### config.mk
export PLATFORM = sky130hd
export DESIGN_NAME = ckpt_retry
export DESIGN_NICKNAME = d
export VERILOG_FILES = /design/src/rtl/ckpt_retry_pkg.sv /design/src/rtl/ckpt_regbank.sv /design/src/rtl/ckpt_tag_match.sv /design/src/rtl/ckpt_seq_ctrl.sv /design/src/rtl/ckpt_retry.sv
export SDC_FILE = /design/constraint.sdc
export NUM_CORES = 1
export LEC_CHECK = 0
export BUFFER_PORTS_ARGS = -buffer_cell sky130_fd_sc_hd__buf_2
export CORE_ASPECT_RATIO = 0.75
export CORE_MARGIN = 3
export CORE_UTILIZATION = 53
export DETAILED_ROUTE_END_ITERATION = 8
export PLACE_DENSITY = 0.72
export SLEW_MARGIN = 20
export SYNTH_ARGS = -nofsm -noshare
export SYNTH_HDL_FRONTEND = slang
export SYNTH_HIERARCHICAL = 1
export SYNTH_SLANG_ARGS = --single-unit
### constraint.sdc
create_clock -name clk -period 25.9 [get_ports clk]
set_input_delay 7.77 -clock clk [delete_from_list [all_inputs] [get_ports clk]]
set_output_delay 7.77 -clock clk [all_outputs]
set_load 0.03 [all_outputs]
### src/rtl/ckpt_retry_pkg.sv
package ckpt_retry_pkg;

  typedef enum logic [1:0] {
    ST_RUN     = 2'd0,
    ST_RESTORE = 2'd1,
    ST_SEQ     = 2'd2
  } crs_state_e;

endpackage

### src/rtl/ckpt_regbank.sv
module ckpt_regbank #(
  parameter int NREG = 8,
  parameter int DW   = 32,
  localparam int AW  = $clog2(NREG)
) (
  input  logic          clk,
  input  logic          rst_n,
  input  logic          wr_en,
  input  logic [AW-1:0] wr_addr,
  input  logic [DW-1:0] wr_data,
  input  logic          snap_en,
  input  logic          restore_en,
  input  logic [AW-1:0] rd_addr,
  output logic [DW-1:0] rd_data
);

  logic [DW-1:0] live_q [NREG];
  logic [DW-1:0] live_d [NREG];
  logic [DW-1:0] snap_q [NREG];
  logic [DW-1:0] snap_d [NREG];

  for (genvar gi = 0; gi < NREG; gi++) begin : g_reg
    logic sel_w;
    assign sel_w = wr_en && (wr_addr == AW'(gi));

    always_comb begin
      live_d[gi] = live_q[gi];
      if (restore_en) begin
        live_d[gi] = snap_q[gi];
      end else if (sel_w) begin
        live_d[gi] = wr_data;
      end
    end

    always_comb begin
      snap_d[gi] = snap_q[gi];
      if (snap_en) begin
        snap_d[gi] = live_q[gi];
      end
    end

    always_ff @(posedge clk or negedge rst_n) begin
      if (!rst_n) begin
        live_q[gi] <= '0;
        snap_q[gi] <= '0;
      end else begin
        if (restore_en || sel_w) begin
          live_q[gi] <= live_d[gi];
        end
        if (snap_en) begin
          snap_q[gi] <= snap_d[gi];
        end
      end
    end

    AST_RESTORE_COPIES: assert property (@(posedge clk) disable iff (!rst_n)
      restore_en |=> live_q[gi] == $past(snap_q[gi]));

    AST_SNAP_HOLDS: assert property (@(posedge clk) disable iff (!rst_n)
      !snap_en |=> snap_q[gi] == $past(snap_q[gi]));
  end

  assign rd_data = live_q[rd_addr];

  AST_NO_SNAP_IN_RESTORE: assert property (@(posedge clk) disable iff (!rst_n)
    restore_en |-> !snap_en);

endmodule

### src/rtl/ckpt_tag_match.sv
module ckpt_tag_match #(
  parameter int PCW = 32
) (
  input  logic           retire_valid,
  input  logic [PCW-1:0] retire_pc,
  input  logic [PCW-1:0] fault_tag,
  input  logic           seq_active,
  output logic           tag_hit
);

  logic pc_equal;

  assign pc_equal = (retire_pc == fault_tag);
  assign tag_hit  = seq_active && retire_valid && pc_equal;

endmodule

### src/rtl/ckpt_seq_ctrl.sv
module ckpt_seq_ctrl
  import ckpt_retry_pkg::*;
#(
  parameter int             PCW      = 32,
  parameter logic [PCW-1:0] RESET_PC = '0
) (
  input  logic           clk,
  input  logic           rst_n,
  input  logic           ckpt_req,
  input  logic [PCW-1:0] ckpt_pc,
  input  logic           exc_valid,
  input  logic [PCW-1:0] exc_pc,
  input  logic           tag_hit,
  output logic [PCW-1:0] fault_tag,
  output logic           seq_active,
  output logic           wr_allow,
  output logic           snap_en,
  output logic           restore_en,
  output logic           restart_valid,
  output logic [PCW-1:0] restart_pc,
  output logic           handler_exc,
  output logic [PCW-1:0] handler_pc
);

  crs_state_e     state_q, state_d;
  logic [PCW-1:0] rpc_q, rpc_d;
  logic [PCW-1:0] tag_q, tag_d;
  logic           hdl_q, hdl_d;
  logic [PCW-1:0] hpc_q, hpc_d;
  logic           in_restore;
  logic           exc_take;

  assign in_restore = (state_q == ST_RESTORE);
  assign exc_take   = exc_valid && !in_restore;
  assign snap_en    = ckpt_req && !in_restore && !exc_take;
  assign restore_en = in_restore;
  assign wr_allow   = !in_restore;

  always_comb begin
    state_d = state_q;
    tag_d   = tag_q;
    hdl_d   = 1'b0;
    hpc_d   = hpc_q;
    rpc_d   = snap_en ? ckpt_pc : rpc_q;
    unique case (state_q)
      ST_RUN: begin
        if (exc_valid) begin
          state_d = ST_RESTORE;
          tag_d   = exc_pc;
        end
      end
      ST_RESTORE: begin
        state_d = ST_SEQ;
      end
      ST_SEQ: begin
        if (exc_valid) begin
          state_d = ST_RUN;
          hdl_d   = 1'b1;
          hpc_d   = exc_pc;
        end else if (tag_hit) begin
          state_d = ST_RUN;
          hdl_d   = 1'b1;
          hpc_d   = tag_q;
        end
      end
      default: begin
        state_d = ST_RUN;
      end
    endcase
  end

  always_ff @(posedge clk or negedge rst_n) begin
    if (!rst_n) begin
      state_q <= ST_RUN;
      rpc_q   <= RESET_PC;
      tag_q   <= '0;
      hdl_q   <= 1'b0;
      hpc_q   <= '0;
    end else begin
      state_q <= state_d;
      hdl_q   <= hdl_d;
      if (snap_en) begin
        rpc_q <= rpc_d;
      end
      if (state_q == ST_RUN && exc_valid) begin
        tag_q <= tag_d;
      end
      if (hdl_d) begin
        hpc_q <= hpc_d;
      end
    end
  end

  assign fault_tag     = tag_q;
  assign seq_active    = (state_q == ST_SEQ);
  assign restart_valid = in_restore;
  assign restart_pc    = rpc_q;
  assign handler_exc   = hdl_q;
  assign handler_pc    = hpc_q;

  AST_EXC_STARTS_RESTORE: assert property (@(posedge clk) disable iff (!rst_n)
    (state_q == ST_RUN && exc_valid) |=> restart_valid);

  AST_RESTORE_ONE_CYCLE: assert property (@(posedge clk) disable iff (!rst_n)
    restart_valid |=> !restart_valid && seq_active);

  AST_RESTORE_PC_STABLE: assert property (@(posedge clk) disable iff (!rst_n)
    restart_valid |=> $stable(restart_pc));

  AST_HANDLER_PULSE: assert property (@(posedge clk) disable iff (!rst_n)
    handler_exc |=> !handler_exc);

  AST_HANDLER_FROM_SEQ: assert property (@(posedge clk) disable iff (!rst_n)
    $rose(handler_exc) |-> $past(seq_active));

  AST_SEQ_HOLDS: assert property (@(posedge clk) disable iff (!rst_n)
    (seq_active && !tag_hit && !exc_valid) |=> seq_active && !handler_exc);

endmodule

### src/rtl/ckpt_retry.sv
module ckpt_retry #(
  parameter int             NREG     = 8,
  parameter int             DW       = 32,
  parameter int             PCW      = 32,
  parameter logic [PCW-1:0] RESET_PC = 32'h0000_0100,
  localparam int            AW       = $clog2(NREG)
) (
  input  logic           clk,
  input  logic           rst_n,
  input  logic           wr_en,
  input  logic [AW-1:0]  wr_addr,
  input  logic [DW-1:0]  wr_data,
  input  logic [AW-1:0]  rd_addr,
  output logic [DW-1:0]  rd_data,
  input  logic           ckpt_req,
  input  logic [PCW-1:0] ckpt_pc,
  input  logic           exc_valid,
  input  logic [PCW-1:0] exc_pc,
  input  logic           retire_valid,
  input  logic [PCW-1:0] retire_pc,
  output logic           restart_valid,
  output logic [PCW-1:0] restart_pc,
  output logic           seq_mode,
  output logic           handler_exc,
  output logic [PCW-1:0] handler_pc
);

  logic [1:0]     rst_sync_q;
  logic           rst_int_n;
  logic           wr_allow;
  logic           snap_en;
  logic           restore_en;
  logic           seq_active;
  logic           tag_hit;
  logic [PCW-1:0] fault_tag;

  always_ff @(posedge clk or negedge rst_n) begin
    if (!rst_n) begin
      rst_sync_q <= 2'b00;
    end else begin
      rst_sync_q <= {rst_sync_q[0], 1'b1};
    end
  end
  assign rst_int_n = rst_sync_q[1];

  ckpt_seq_ctrl #(
    .PCW      (PCW),
    .RESET_PC (RESET_PC)
  ) u_ctrl (
    .clk           (clk),
    .rst_n         (rst_int_n),
    .ckpt_req      (ckpt_req),
    .ckpt_pc       (ckpt_pc),
    .exc_valid     (exc_valid),
    .exc_pc        (exc_pc),
    .tag_hit       (tag_hit),
    .fault_tag     (fault_tag),
    .seq_active    (seq_active),
    .wr_allow      (wr_allow),
    .snap_en       (snap_en),
    .restore_en    (restore_en),
    .restart_valid (restart_valid),
    .restart_pc    (restart_pc),
    .handler_exc   (handler_exc),
    .handler_pc    (handler_pc)
  );

  ckpt_tag_match #(
    .PCW (PCW)
  ) u_match (
    .retire_valid (retire_valid),
    .retire_pc    (retire_pc),
    .fault_tag    (fault_tag),
    .seq_active   (seq_active),
    .tag_hit      (tag_hit)
  );

  ckpt_regbank #(
    .NREG (NREG),
    .DW   (DW)
  ) u_bank (
    .clk        (clk),
    .rst_n      (rst_int_n),
    .wr_en      (wr_en && wr_allow),
    .wr_addr    (wr_addr),
    .wr_data    (wr_data),
    .snap_en    (snap_en),
    .restore_en (restore_en),
    .rd_addr    (rd_addr),
    .rd_data    (rd_data)
  );

  assign seq_mode = seq_active || restart_valid;

  AST_SEQ_ENDS_WITH_HANDLER: assert property (@(posedge clk) disable iff (!rst_int_n)
    $fell(seq_mode) |-> handler_exc);

endmodule

; ---- After elaboration in Yosys (flattened, before gate mapping)
; Index checks and enable logic that the tools add are counted.
[word_totals]
input_bits = 140
word_cells = 112
register_bits = 613
[classes]
n_lt_le_gt_ge = 1
bitwise = 1
mux = 28
n_reduce_logical = 48
n_eq_ne = 12
[ops]
columns = cell, n
row1 = 32-bit two-way mux, 20
row2 = 32-bit binary-select mux with 3-bit select, 1
row3 = 32-bit == test, 1
row4 = 2-bit AND reduction, 9
row5 = 2-bit nonzero test, 9
row6 = 1-bit logical AND, 15
row7 = 3-bit == test (second input constant), 4
row8 = 1-bit logical OR, 9
row9 = 3-bit by 2-bit == test with 1-bit output (second input constant), 2
row10 = 2-bit two-way mux, 3
row11 = 2-bit case mux with 3 select lines, 1
row12 = 3-bit AND reduction, 2
row13 = 4-bit >= comparator (second input constant), 1
row14 = 3-bit inverter with 4-bit output, 1
row15 = 3-bit by 1-bit == test with 1-bit output (second input constant), 1
row16 = 3-bit zero test, 1
row17 = 1-bit two-way mux, 3
row18 = 3-bit by 2-bit inequality test with 1-bit output (second input constant), 1
row19 = 2-bit by 1-bit == test with 1-bit output (second input constant), 1
row20 = 2-bit == test (second input constant), 1
row21 = 1-bit zero test, 2
row22 = 2-bit zero test, 1
row23 = 2-bit inequality test (second input constant), 1

; ---- Depth between registers and ports, before layout
[depth]
depth_word = 7
depth_mapped = 10
depth_no_buf = 7

; ---- Hierarchy
; The synthesis kept the hierarchy.
[by_module_without_submodules]
columns = module, area_per_inst_um2, instances, cells_each, seq_area_each_um2
row1 = ckpt_regbank, 23542.6, 1, 1806, 12812.3
row2 = ckpt_seq_ctrl, 4097.7, 1, 250, 2478.6
row3 = ckpt_tag_match, 365.4, 1, 44, 0.0
row4 = ckpt_retry, 66.3, 1, 5, 50.0

; ---- Worst setup path after synthesis
; OpenSTA, ideal clock, no wires.
[synth_path]
kind = input to output
from = input rd_addr[1]
to = output rd_data[7]
path_slack_ns = 9.176
arrival_time_ns = 8.954
required_ns = 18.130
stages = 4
n_path_buf = 2
path_cell_list = buf_6 -> buf_6 -> mux4_1 -> mux2_2
[synth_between]
elab_chain_len = 4
[synth_rtl]
columns = element, line
row1 = "start, declared", ckpt_retry.sv:13  ; input logic [AW-1:0] rd_addr,
row2 = 3-bit inverter with 4-bit output (not written as such), ckpt_regbank.sv:63  ; assign rd_data = live_q[rd_addr];
row3 = 32-bit binary-select mux with 3-bit select, ckpt_regbank.sv:63
row4 = 32-bit two-way mux (not written as such) (2 in a row), ckpt_regbank.sv:63
row5 = "end, declared", ckpt_retry.sv:14  ; output logic [DW-1:0] rd_data,
; Every way passes these cells. The select of a mux whose other input is x is not followed.

; ---- Final worst setup path
[layout_path]
from = input rd_addr[1]
to = output rd_data[11]
; The elaborated chain is that of the path after synthesis.

==> run metrics <==
status=finished, final reports clean; mean post-synth cell area=13.34 um^2; CTS tree=built; synth top area cells=dfrtp_1, mux2_2, mux2i_1, o21ai_0, mux4_1; Fin. Hold Viols=0; hold_buf cts=0; Die Span X=271.7 um; share of cells above drive strength 1=35.41%; Multi-input gate area=0.01167 mm^2; startpoint types=input port; crit path time final=17640 ps; vias in the first global route=18290; Antenna Violating Nets Remaining=0; Avg WL per Cell=21.06 um; Root Buffer=clkbuf_16; Worst Reg2Reg Path Length in Cells=6; max-slew violations=0; Core Area=0.05198 mm^2; post-synth cell types=42; chip height=205.3 um; Num CTS Buffers=59; warnings from Yosys=6; Area growth, synth to finish=11.42%; Data arrival, critical path=9870 ps; normalized max-slew margin=22.43%; Post-Syn Nets=2245; pwr dens=112.2 mW/mm^2; total chip power=3.508 mW; Pre-antenna DRT Iters=5; Syn Inst Count=2105; Slew @ Worst Pin=1164 ps; DRC Markers=0; gr busiest metal=met2; worst skew pair latency=610 ps; Lkg Pwr=14.48 nW; Synth area leader=dfrtp_1; clk buf depth=3; via count=17300; Yosys reg bits=613; fin crit share=68.10%; Post-synth ARST share=100.0%; Critical Path Fanout Max=55; row cnt=72; first-pass GRT wire length=101400 um; Min-Delay Path Class=flip-flop to asynchronous set/reset pin; initial antenna violation count=5; met1 Use GR=31.30%; DP HPWL=36790 um; number of flops mapped to enable cells by yosys=0; CTS resizes=0; RD Place Congestion=0.8042; met2 Track Usage GR=37.84%; Via density=5.763; fin nets=2390; die area=0.05579 mm^2; Top Ports=239; pin count of the biggest net entering global routing=185; post-synth top area share=54.56%; grt ovf=0; fill cell count=4095; Peak VDD IR=64.96 uV; M3 GR Usage=3.661%; ys flop type=dfrtp_1; cell area after synthesis=0.02807 mm^2; share of the yosys chip area belonging to registers=54.65%; Worst setup EP type=output port; drt total wl=63210 um; Starting Density=54.01%; clock skew=18.58 ps; GRT Total Usage=22.73%; Max Clock Freq=56.70 MHz; CTS sink cnt=613; DR iter-0 viols=1321; RSZ-0062 raised after global routing=no; Setup TNS=0 ps; port bufs=238; Post-CTS Setup Bufs=0; # setup viols final=0; number of max-cap violations=0; Req. time, crit path=18130 ps; Sequential Area=0.01534 mm^2; Setup CP Type=input port to output port; H-tree depth=2; Worst-path clk slew=60 ps
-- placed cells by master, fill, tap and decap left out, types with 11 or more instances in the layout --
cell type  instances
clkbuf_16         59
nand2_1          256
buf_4             23
clkbuf_1          11
mux4_2            21
clkinv_2          12
xnor2_1           12
mux2_2           412
mux4_1            43
o21ai_0          226
buf_2            236
o21ai_1           29
xor2_1            19
clkbuf_8          22
mux2i_1          256
dfrtp_1          611
-- area by class of cell --
class                   instances  share of cell area (%)
diodes                          2                 0.01600
clock buffers                  92                   5.820
clock inverters                15                  0.2680
inverters                       2                 0.04800
multi-input cells            1309                   37.32
flip-flops and latches        613                   49.06
well taps                     703                   2.812
repair buffers                265                   4.652
-- synth_stat cells, types with 2 or more instances --
library cell,number
and4bb_2,2
nor4_1,4
clkbuf_1,51
mux2i_1,256
xor2_1,19
xnor2_1,12
mux4_2,21
o21ai_1,29
buf_2,79
mux2_2,412
buf_1,3
clkbuf_8,3
nor3b_4,2
buf_4,20
mux4_1,43
buf_6,24
mux2_4,4
nand4_1,4
nand2_1,256
nand4b_1,3
dfrtp_1,612
o21ai_0,226
-- worst paths after layout --
kind / from / end / slack, ps
max: rd_addr[1] / rd_data[11] / 8260
min: rst_sync_q[1] / u_bank/live_q[149] / 250
min in group clk: rst_sync_q[0] / rst_sync_q[1] / 350
max in group asynchronous: rst_n / rst_sync_q[1] / 18860
max reg2reg: u_ctrl/state_q[1] / u_bank/snap_q[149] / 22240
min reg2reg: rst_sync_q[1] / u_bank/live_q[149] / 250
-- sequential cells by signal, summed over array words and instances (netlist names) --
name / cells
u_bank/snap_q: 256
u_ctrl/handler_pc: 32
rst_sync_q: 2
u_ctrl/state_q: 2
u_ctrl/restart_pc: 32
u_ctrl/fault_tag: 32
u_bank/live_q: 256
u_ctrl/handler_exc: 1
-- kinds of logic after synthesis --
group	share of synthesized area (%)
compound gates	4.676
xor+xnor	0.9672
buf+inv	3.842
flops	54.65
mux	31.58
other cells	0.01336
simple gates	4.274
-- metrics by stage --
| stage | hold WS, ps | std cells | utilization, % | instance area (um^2) | worst slack, ps |
|---|---|---|---|---|---|
| floorplan | 331.2 | 2105 | - | 28070 | 7550 |
| global placement | 335.4 | 2891 | 56.42 | 29330 | 8048 |
| detailed placement | 339.5 | 2891 | 56.42 | 29330 | 8016 |
| CTS | 353.9 | 2998 | 60.09 | 31230 | 8006 |
| global route | 289.5 | 3001 | 60.17 | 31280 | 8175 |
| finish | 252.3 | 3001 | 60.17 | 31280 | 8262 |
-- per-layer routing --
layer / part of all wire [%] / wire (um)
met1: 44 / 28070
met2: 49 / 31030
met3: 4.4 / 2760
met4: 2.1 / 1302
met5: 0.065 / 41
-- critical path: stages --
cell and delay, ps:
buf_4 210, buf_6 660, mux4_1 680, mux2_2 310, buf_2 180
-- report_power, final --
group / leakage [nW] / switching [mW] / total [mW] / internal [mW]
combinational: 5.80 / 0.542 / 1.04 / 0.500
sequential: 7.74 / 0.263 / 1.63 / 1.36
clock: 0.950 / 0.362 / 0.842 / 0.480
Power figures use the tool's default switching activity.
